--- config.mk ---
export PLATFORM = sky130hd
export DESIGN_NAME = mem_prbs_bist
export DESIGN_NICKNAME = d
export VERILOG_FILES = /design/src/rtl/mem_prbs_bist.sv
export SDC_FILE = /design/constraint.sdc
export NUM_CORES = 1
export LEC_CHECK = 0
export BUFFER_PORTS_ARGS = -buffer_cell sky130_fd_sc_hd__buf_2
export CAP_MARGIN = 15
export CORE_ASPECT_RATIO = 0.6
export CORE_MARGIN = 8
export CORE_UTILIZATION = 35
export DETAILED_ROUTE_END_ITERATION = 16
export PLACE_DENSITY = 0.5
export SYNTH_ARGS = -nofsm -noshare
export SYNTH_HDL_FRONTEND = slang
export SYNTH_SLANG_ARGS = --single-unit
--- constraint.sdc ---
create_clock -name clk -period 3.25 [get_ports clk]
set_input_delay 0.4875 -clock clk [delete_from_list [all_inputs] [get_ports clk]]
set_output_delay 0.4875 -clock clk [all_outputs]
set_load 0.1 [all_outputs]
--- src/rtl/mem_prbs_bist.sv ---
module mem_prbs_bist #(
  parameter int ADDR_W = 10
) (
  input  logic              clk,
  input  logic              rst_n,
  input  logic              start,
  input  logic              stop,
  input  logic [31:0]       seed_init,
  input  logic [ADDR_W-1:0] addr_lo,
  input  logic [ADDR_W-1:0] addr_hi,
  output logic              mem_req,
  output logic              mem_we,
  output logic [ADDR_W-1:0] mem_addr,
  output logic [31:0]       mem_wdata,
  input  logic              mem_ready,
  input  logic [31:0]       mem_rdata,
  output logic              busy,
  output logic              done,
  output logic              fail,
  output logic [ADDR_W-1:0] fail_addr
);
  typedef enum logic [1:0] {S_IDLE, S_WR, S_RD, S_DRAIN} st_t;

  st_t               st;
  logic [ADDR_W-1:0] addr_q, lo_q, hi_q, p0a, p1a;
  logic [31:0]       seed_q, lfsr_q, p0d, p1d;
  logic              p0v, p1v, err_pass, stop_pend;

  function automatic logic [31:0] step(input logic [31:0] s);
    return {s[30:0], s[31] ^ s[21] ^ s[1] ^ s[0]};
  endfunction

  wire acc      = mem_req & mem_ready;
  wire last     = addr_q == hi_q;
  wire mism     = p1v && (mem_rdata != p1d);
  wire pass_end = (st == S_DRAIN) && !p0v && p1v;
  wire [31:0] seed_in = (seed_init == 32'd0) ? 32'd1 : seed_init;

  assign mem_req   = (st == S_WR) || (st == S_RD);
  assign mem_we    = st == S_WR;
  assign mem_addr  = addr_q;
  assign mem_wdata = lfsr_q;
  assign busy      = st != S_IDLE;

  always_ff @(posedge clk) begin
    if (!rst_n) begin
      st <= S_IDLE;
      addr_q <= '0; lo_q <= '0; hi_q <= '0;
      seed_q <= 32'd1; lfsr_q <= 32'd1;
      p0v <= 1'b0; p1v <= 1'b0;
      p0d <= '0; p1d <= '0; p0a <= '0; p1a <= '0;
      err_pass <= 1'b0; stop_pend <= 1'b0;
      done <= 1'b0; fail <= 1'b0; fail_addr <= '0;
    end else if (start) begin
      st <= S_WR;
      lo_q <= addr_lo; hi_q <= addr_hi; addr_q <= addr_lo;
      seed_q <= seed_in; lfsr_q <= seed_in;
      p0v <= 1'b0; p1v <= 1'b0;
      err_pass <= 1'b0; stop_pend <= 1'b0;
      done <= 1'b0; fail <= 1'b0; fail_addr <= '0;
    end else begin
      p0v <= (st == S_RD) && acc;
      p0d <= lfsr_q;
      p0a <= addr_q;
      p1v <= p0v;
      p1d <= p0d;
      p1a <= p0a;
      if (mism && !fail && !err_pass) fail_addr <= p1a;
      err_pass <= err_pass | mism;
      if (stop && st != S_IDLE) stop_pend <= 1'b1;
      case (st)
        S_WR: if (acc) begin
          if (last) begin
            st <= S_RD;
            addr_q <= lo_q;
            lfsr_q <= seed_q;
          end else begin
            addr_q <= addr_q + 1'b1;
            lfsr_q <= step(lfsr_q);
          end
        end
        S_RD: if (acc) begin
          if (last) st <= S_DRAIN;
          else begin
            addr_q <= addr_q + 1'b1;
            lfsr_q <= step(lfsr_q);
          end
        end
        S_DRAIN: if (pass_end) begin
          done <= 1'b1;
          fail <= fail | err_pass | mism;
          err_pass <= 1'b0;
          if (stop_pend || stop) begin
            st <= S_IDLE;
            stop_pend <= 1'b0;
          end else begin
            st <= S_WR;
            addr_q <= lo_q;
            seed_q <= step(seed_q);
            lfsr_q <= step(seed_q);
          end
        end
        default: ;
      endcase
    end
  end
endmodule


== Word level (Yosys, flattened, before mapping) ==
Cells that the tools add are included.
Storage, ports and cells
  bits of input ports: 89
  register bits: 196
Operators by class
  $add $sub $neg: 1
  reduce and logical (&&, ||, !) cells: 24
  eq/ne operators: 18
  bitwise operators: 11
  mux-type cells: 33
Operator list (count)
  2-to-1 mux 32 bit: 10
  case mux 32 bit (3 select lines): 1
  2-to-1 mux 10 bit: 7
  logical NOT 32 bit: 1
  != test 32 bit: 1
  case mux 10 bit (3 select lines): 1
  AND reduction 6 bit: 3
  != test 3 bit, second input constant: 5
  adder 10 x 1 -> 10 bit, second input constant: 1
  equality test 10 bit: 1
  2-to-1 mux 2 bit: 5
  2-to-1 mux 1 bit: 8
  != test 2 bit, second input constant: 4
  logical AND 1 bit: 7
  != test 3 x 2 -> 1 bit, second input constant: 2
  case mux 2 bit (3 select lines): 1
  nonzero test 2 bit: 3
  XOR 1 bit: 6
  equality test 2 bit, second input constant: 2
  != test 2 x 1 -> 1 bit, second input constant: 2
  nonzero test 4 bit: 1
  logical NOT 1 bit: 3
  bitwise OR 1 bit: 3
  AND reduction 3 bit: 1
  other kinds (7): 8

== Depth between registers and ports, before layout ==
Gate-level depths: netlist (run 1).
  word-level depth: 7
  gate-level depth with buffers: 11

== Worst setup path after synthesis (run 1) ==
Ideal clock, no wire load.
  path kind: reg2reg
  start point: reg st[0]
  end point: reg lfsr_q[0], in the netlist mem_wdata[0]
  path buffers: 0
  arrival: 2.746 ns
  path slack: 0.370 ns
  clock period less this slack: 2.880 ns
  setup time: 0.134 ns
  data required time: 3.116 ns
  stages on the path, launching flop included: 8
  cells stage by stage: dfxtp_1 > inv_1 > ha_1 > o211ai_1 > a22oi_4 > o21ai_4 > and3_1 > or4_1
On the way
  longest elaborated chain between the ends: 5
  elaborated cells between the ends (all ways): 16
  classes of those cells: 8 x eq/ne; 2 x mux; 1 x bitwise; 5 x reduce/logical
RTL lines
  start, declared: RTL line 24  | st_t st;
  start signal, assigned: RTL line 47  | st <= S_IDLE;
  start signal, assigned: RTL line 55  | st <= S_WR;
  start signal, assigned: RTL line 74  | st <= S_RD;
  equality test 2 x 1 -> 1 bit / equality test 2 bit (equally long branches): RTL line 39  | assign mem_req = (st == S_WR) || (st == S_RD);
  logical OR 1 bit (*): RTL line 39
  via mem_req: RTL line 11  | output logic mem_req,
  AND 1 bit (*): RTL line 33  | wire acc = mem_req & mem_ready;
  != test 3 bit (no source line) / != test 3 x 2 -> 1 bit (equally long branches)
  AND reduction 6 bit (no source line) (*)
  end signal, assigned: RTL line 57  | seed_q <= seed_in; lfsr_q <= seed_in;
  end signal, assigned: RTL line 76  | lfsr_q <= seed_q;
  end signal, assigned: RTL line 79  | lfsr_q <= step(lfsr_q);
  end, declared: RTL line 26  | logic [31:0] seed_q, lfsr_q, p0d, p1d;
The timed path passes the listed nets; every way through them passes the cells marked *.
A chain may end at the register's enable or synchronous reset.

== Final worst setup path (run 1) ==
  start point: reg addr_q[4], in the netlist mem_addr[4]
  end point: reg lfsr_q[17], in the netlist mem_wdata[17]
On the way
  longest elaborated chain between the ends: 5
  elaborated cells between the ends (all ways): 7
  classes of those cells: 2 x eq/ne; 4 x mux; 1 x reduce/logical
RTL lines
  start, declared: RTL line 25  | logic [ADDR_W-1:0] addr_q, lo_q, hi_q, p0a, p1a;
  start signal, assigned: RTL line 56  | lo_q <= addr_lo; hi_q <= addr_hi; addr_q <= addr_lo;
  start signal, assigned: RTL line 75  | addr_q <= lo_q;
  start signal, assigned: RTL line 78  | addr_q <= addr_q + 1'b1;
  equality test 10 bit (*): RTL line 34  | wire last = addr_q == hi_q;
  2-to-1 mux 32 bit: RTL line 73  | if (last) begin
  2-to-1 mux 32 bit: RTL line 72  | S_WR: if (acc) begin
  case mux 32 bit (3 select lines): RTL line 71  | case (st)
  2-to-1 mux 32 bit: RTL line 54  | end else if (start) begin
Every way passes the cells marked *; elsewhere a longest branch is shown, timed or not. The select of a mux whose other input is x is not followed.

==> results of run 1 <==
## power groups by stage
stage / combinational, mW / sequential [mW] / clock, mW
2_1_floorplan: 0.537 / 3.02 / 0
4_1_cts: 1.18 / 2.68 / 2.20
3_3_place_gp: 1.17 / 2.73 / 0
3_5_place_dp: 1.17 / 2.73 / 0
5_1_grt: 1.25 / 2.70 / 2.31
6_report: 1.18 / 2.68 / 2.14
## layout make-up
| cell class | instances | area (um2) |
|---|---|---|
| Timing Repair Buffer | 174 | 974.7 |
| Tap cell | 329 | 411.6 |
| Multi-Input combinational cell | 748 | 4715 |
| Inverter | 18 | 70.07 |
| Clock inverter | 13 | 135.1 |
| Sequential cell | 196 | 3924 |
| Fill cell | 2573 | 14650 |
| Clock buffer | 19 | 452.9 |
## state kept, by name (all words and copies together), names as in the netlist, 10 cells and up
register,flops
lo_q,10
p0a,10
p1a,10
fail_addr,10
mem_wdata,32
p0d,32
p1d,32
mem_addr,10
seed_q,32
hi_q,10
## critical path: stages, from the launching register on
cell      delay, ps
dfxtp_1         480
inv_1           120
o221a_2         360
a31o_2          310
a21oi_2         790
buf_4           320
a221oi_1        110
a21oi_1         180
## metal layers
| layer | up-vias | GRT usage [%] | wire (um) |
|---|---|---|---|
| met1 | 3833 | 30.17 | 16370 |
| li1 | 3937 | - | - |
| met2 | 248 | 25.35 | 12130 |
| met4 | 2 | 3.764 | 275 |
| met3 | 21 | 4.888 | 2056 |
| met5 | - | 0 | 13 |
## logic make-up after synthesis
kind of cell | Yosys count | synth area share (%)
buffers and inverters | 98 | 4.655
flip-flops | 196 | 43.32
XOR/XNOR | 48 | 4.642
AND/OR/NAND/NOR | 321 | 15.94
multiplexers | 110 | 12.16
AO/OA/AOI/OAI | 264 | 18.59
adder cells (fa/ha/maj) | 5 | 0.6907
## cell usage in the layout, fill, tap and decap left out, types with 12 or more instances in the layout
| master | instances |
|---|---|
| clkbuf_16 | 17 |
| a221oi_1 | 24 |
| o211ai_1 | 23 |
| o21ai_0 | 80 |
| buf_2 | 144 |
| xor2_1 | 40 |
| buf_4 | 27 |
| nor2b_1 | 12 |
| nor3_1 | 23 |
| inv_1 | 16 |
| dfxtp_1 | 196 |
| nor2_1 | 156 |
| nand2_1 | 78 |
| a21oi_1 | 86 |
| nor4_1 | 17 |
| mux2i_1 | 110 |
## through the flow
| stage | utilization [%] | cell area (um2) | setup slack (ps) |
|---|---|---|---|
| after global routing | 42.16 | 10680 | 339.0 |
| final | 42.16 | 10680 | 504.1 |
| after detailed placement | 39.84 | 10090 | 521.6 |
| after floorplan | - | 9057 | 369.5 |
| after global placement | 39.84 | 10090 | 550.0 |
| after CTS | 42.16 | 10680 | 502.4 |
## worst max-delay path by stage
| stage | slack [ps] | start | cells after the start | to |
|---|---|---|---|---|
| detailed placement | 520 | mem_addr[4]$_SDFFE_PN0P_ | 7 | mem_wdata[17]$_SDFFE_PN0P_ |
| floorplan | 370 | st[0]$_SDFFE_PN0P_ | 7 | mem_wdata[0]$_SDFFE_PN1P_ |
| CTS | 500 | mem_addr[4]$_SDFFE_PN0P_ | 7 | mem_wdata[17]$_SDFFE_PN0P_ |
| global route | 340 | mem_addr[5]$_SDFFE_PN0P_ | 7 | mem_wdata[21]$_SDFFE_PN0P_ |
| global placement | 550 | seed_init[16] | 8 | mem_wdata[27]$_SDFFE_PN0P_ |
| finish | 500 | mem_addr[4]$_SDFFE_PN0P_ | 7 | mem_wdata[17]$_SDFFE_PN0P_ |
==> results.json, run 1 <==
{
  "run_status": "completed",
  "yosysTopAreaCellShare_pct": 43.32,
  "crit_type": "flip-flop to flip-flop",
  "cts_tree": "done",
  "cts_max_path_buffers": 2,
  "fin_skew_ps": 10.99,
  "p_leak_nw": 4.588,
  "p_clk_share_pct": 35.7,
  "drv_cap": 0,
  "required_ps": 3620,
  "drc_errors": 0,
  "fin_crit_sh_pct": 84.49,
  "endpoint_kind": "flip-flop",
  "fmax_mhz": 364.2,
  "hold_end": "hi_q[1]$_SDFFE_PN0P_",
  "port_buffers": 145,
  "sw_frac_of_total_pct": 33.56,
  "syn_inst": 1042,
  "overflow": 0,
  "intPower_mw": 3.985,
  "cts_buffers": 17,
  "critPathMaxFanout": 17,
  "drt_wl_total_um": 30850,
  "synth_seq_cells": 196,
  "synth_ff_type": "dfxtp_1",
  "start_util_pct": 35.75,
  "synthesis.area_um2": 9057,
  "sequentialPowerShare_pct": 44.7,
  "grt_pass1_wl_um": 47090,
  "ys_async_sr_fraction_pct": 0,
  "die_h_um": 140.6,
  "die-area_um2": 31450,
  "grt_usage_pct": 19.19,
  "yosysWarnings": 0,
  "cts_setup_buffers": 0,
  "ys_top_cells_by_count": "dfxtp_1, nor2_1, mux2i_1",
  "synth_top_area_cell": "dfxtp_1",
  "critPathArrivalTime_ps": 3120,
  "synth.most_common_cell": "dfxtp_1",
  "power_density_nw_per_um2": 561.5,
  "synth-edff-count": 0,
  "hp-class": "input port to flip-flop",
  "hold_viol": 0,
  "drv_slew": 0,
  "rr_worst_depth": 7,
  "area_growth_pct": 17.94,
  "rsz0062_at_grt": "false",
  "finalNonFillerCells": 1497,
  "grt_pass1_vias": 7520,
  "rows": 45,
  "ir_worst_vdd_uv": 323.6,
  "r2r_slack_ps": 500,
  "chipWidth_um": 223.7,
  "synth_seq_area_share_pct": 43.32,
  "cts_sinks": 196,
  "place_inst": 1465,
  "min_from": "addr_hi[1]",
  "drtIter0Drc": 697,
  "grt_antenna_before_repair": 1,
  "synth_area_leaders": "dfxtp_1, mux2i_1, nor2_1",
  "fin_crit_ps": 2746,
  "max_slew_margin_pct": 30.65,
  "antennaDiodeCount": 0,
  "rr_startpoint": "mem_addr[4]$_SDFFE_PN0P_",
  "finalSetupViolCount": 0,
  "post_cts_resized": 0,
  "grt_max_degree": 130,
  "rr_endpoint": "mem_wdata[17]$_SDFFE_PN0P_",
  "final_layout_size_suffix_gt1_share_pct": 19.26,
  "power.switching_mw": 2.013,
  "dr.pass1.iters": 5,
  "vias": 8041,
  "pwr-share-comb_pct": 19.6,
  "ant_nets": 0,
  "vias_per_cell": 5.371,
  "root_buffer": "clkbuf_16",
  "place_congestion": 0.8470,
  "clkLatencyLatePin_ps": 440,
  "avgSynthCellArea_um2": 8.692,
  "hold-worst-slack_ps": 286.4,
  "synth_nets": 1136,
  "hpwlAfterDp_um": 22150,
  "coreArea_um2": 25340,
  "start_kind": "flip-flop",
  "totalNegativeSetupSlack_ps": 0,
  "hold-path-cell-count": 3,
  "htree_num_levels": 4,
  "synth_cell_types": 67,
  "hold_buffers": 0,
  "report.power.total_mw": 5.998,
  "wl_per_cell_um": 20.61,
  "worst_slew_pin_slew_ps": 1040,
  "final_nets": 1249,
  "pin_count": 146,
  "clkTransAtPathRegs_ps": 80
}
Note: power is estimated with default switching activity, not from simulation.
==> run 2, diff against run 1 <==
==> constraint.sdc (replaced) <==
create_clock -name clk -period 2.7 [get_ports clk]
set_input_delay 0.405 -clock clk [delete_from_list [all_inputs] [get_ports clk]]
set_output_delay 0.405 -clock clk [all_outputs]
set_load 0.1 [all_outputs]
==> results.json, run 2 (synthesis results as in run 1) <==
{
  "wl_met1_um": 15980,
  "crit_chain": "nor2b_1 -> or3_1 -> nand4b_4 -> o211ai_1 -> a32oi_1 -> a21oi_1",
  "totalNegativeSetupSlack_ps": 0,
  "rows": 45,
  "rr_endpoint": "mem_addr[7]$_SDFFE_PN0P_",
  "routed.top_layer": "met5",
  "min_from": "addr_hi[3]",
  "area_growth_pct": 20.25,
  "drc_errors": 0,
  "dr.pass1.iters": 6,
  "cpLargestDelayFamily": "simple AND/OR/NAND/NOR gates",
  "max_stage_delay_ps": 610,
  "cts_max_path_buffers": 2,
  "worst_slew_pin_slew_ps": 746.6,
  "fin_crit_ps": 2518,
  "fin_ws_ps": 181.8,
  "port_buffers": 145,
  "fmax_mhz": 397.1,
  "pin_count": 146,
  "p_leak_nw": 4.697,
  "fin_area_um2": 10890,
  "hold_viol": 0,
  "dr_wl_met3_um": 2265,
  "start_util_pct": 35.75,
  "drt_wl_total_um": 30610,
  "clkLatencyLatePin_ps": 440,
  "rr_worst_depth": 6,
  "power_density_nw_per_um2": 676.0,
  "vias_per_cell": 5.395,
  "hold_end": "hi_q[3]$_SDFFE_PN0P_",
  "coreArea_um2": 25340,
  "hpwlAfterDp_um": 22130,
  "antennaDiodeCount": 0,
  "crit_type": "flip-flop to flip-flop",
  "drv_slew": 0,
  "dpl_cell_area_um2": 10280,
  "rsz0062_at_grt": "false",
  "fin_skew_ps": 9.438,
  "htree_num_levels": 4,
  "cp_num_buf_inv": 0,
  "endpoint_kind": "flip-flop",
  "finalSetupViolCount": 0,
  "place_congestion": 0.8573,
  "vias": 8168,
  "final_common_cell": "dfxtp_1",
  "grt_pass1_wl_um": 47140,
  "clkTransAtPathRegs_ps": 80,
  "critPathArrivalTime_ps": 2890,
  "required_ps": 3070,
  "hold-worst-slack_ps": 198.0,
  "post_cts_resized": 0,
  "cts_tree": "done",
  "wl_met2_um": 11970,
  "report.power.total_mw": 7.363,
  "hold_buffers": 0,
  "overflow": 0,
  "final_layout_size_suffix_gt1_share_pct": 20.59,
  "hold-path-cell-count": 3,
  "chipWidth_um": 223.7,
  "ir_worst_vdd_uv": 338.0,
  "n_fill_cell": 2611,
  "slowest_stage": "o211ai_1",
  "grt_antenna_before_repair": 1,
  "grt_usage_pct": 19.07,
  "start_kind": "flip-flop",
  "cts_sinks": 196,
  "critPathMaxFanout": 18,
  "rr_startpoint": "mem_addr[2]$_SDFFE_PN0P_",
  "grt_pass1_vias": 7565,
  "cts_buffers": 17,
  "wl_per_cell_um": 20.22,
  "root_buffer": "clkbuf_16",
  "drtIter0Drc": 795,
  "die_h_um": 140.6,
  "die-area_um2": 31450,
  "dp_slack_ps": 245.6,
  "max_slew_margin_pct": 50.23,
  "fin_crit_sh_pct": 93.27,
  "r2r_slack_ps": 180,
  "final_nets": 1266,
  "final_cell_mix": "dfxtp_1, nor2_1, buf_2, mux2i_1, a21oi_1",
  "grt_max_degree": 130,
  "hp-class": "input port to flip-flop",
  "run_status": "completed",
  "cts_setup_buffers": 0,
  "ant_nets": 0,
  "drv_cap": 0
}
## run 2: worst max-delay path by stage
stage / from / endpoint / slack, ps / cells past startpoint
after floorplan: mem_addr[8]$_SDFFE_PN0P_ / mem_addr[6]$_SDFFE_PN0P_ / 40 / 8
after global placement: mem_addr[2]$_SDFFE_PN0P_ / mem_addr[2]$_SDFFE_PN0P_ / 250 / 7
after detailed placement: mem_addr[2]$_SDFFE_PN0P_ / mem_addr[2]$_SDFFE_PN0P_ / 250 / 7
after CTS: mem_addr[2]$_SDFFE_PN0P_ / mem_addr[0]$_SDFFE_PN0P_ / 210 / 7
after global routing: mem_addr[2]$_SDFFE_PN0P_ / mem_addr[0]$_SDFFE_PN0P_ / 80 / 7
final: mem_addr[2]$_SDFFE_PN0P_ / mem_addr[7]$_SDFFE_PN0P_ / 180 / 6
## run 2: per-layer routing
layer	track usage [%]	vias up
li1	-	3978
met4	4.144	2
met3	5.717	24
met2	25.16	236
met1	29.34	3928
met5	0	-
## run 2: power breakdown
group | switching [mW] | internal [mW]
registers | 0.162 | 3.05
clock network | 1.23 | 1.46
logic | 1.04 | 0.424
## run 2: layout make-up
class / instances / area, um2 / area share [%]
clock buffers: 20 / 456.7 / 4.193
clock inverters: 12 / 156.4 / 1.436
inverters: 18 / 70.07 / 0.6433
multi-input cells: 748 / 4720 / 43.33
flip-flops and latches: 196 / 3925 / 36.04
well taps: 329 / 411.6 / 3.779
repair buffers: 191 / 1152 / 10.58
## run 2: worst register-to-register path, cell delays in order (launching register included)
cell	delay, ps
dfxtp_1	400
nor2b_1	180
or3_1	450
nand4b_4	440
o211ai_1	610
a32oi_1	220
a21oi_1	160
## run 2: through the flow
step                util [%]  std cells
finish                 42.99       1514
global route           42.99       1514
CTS                    42.99       1514
detailed placement     40.57       1482
global placement       40.57       1482
floorplan                  -       1042
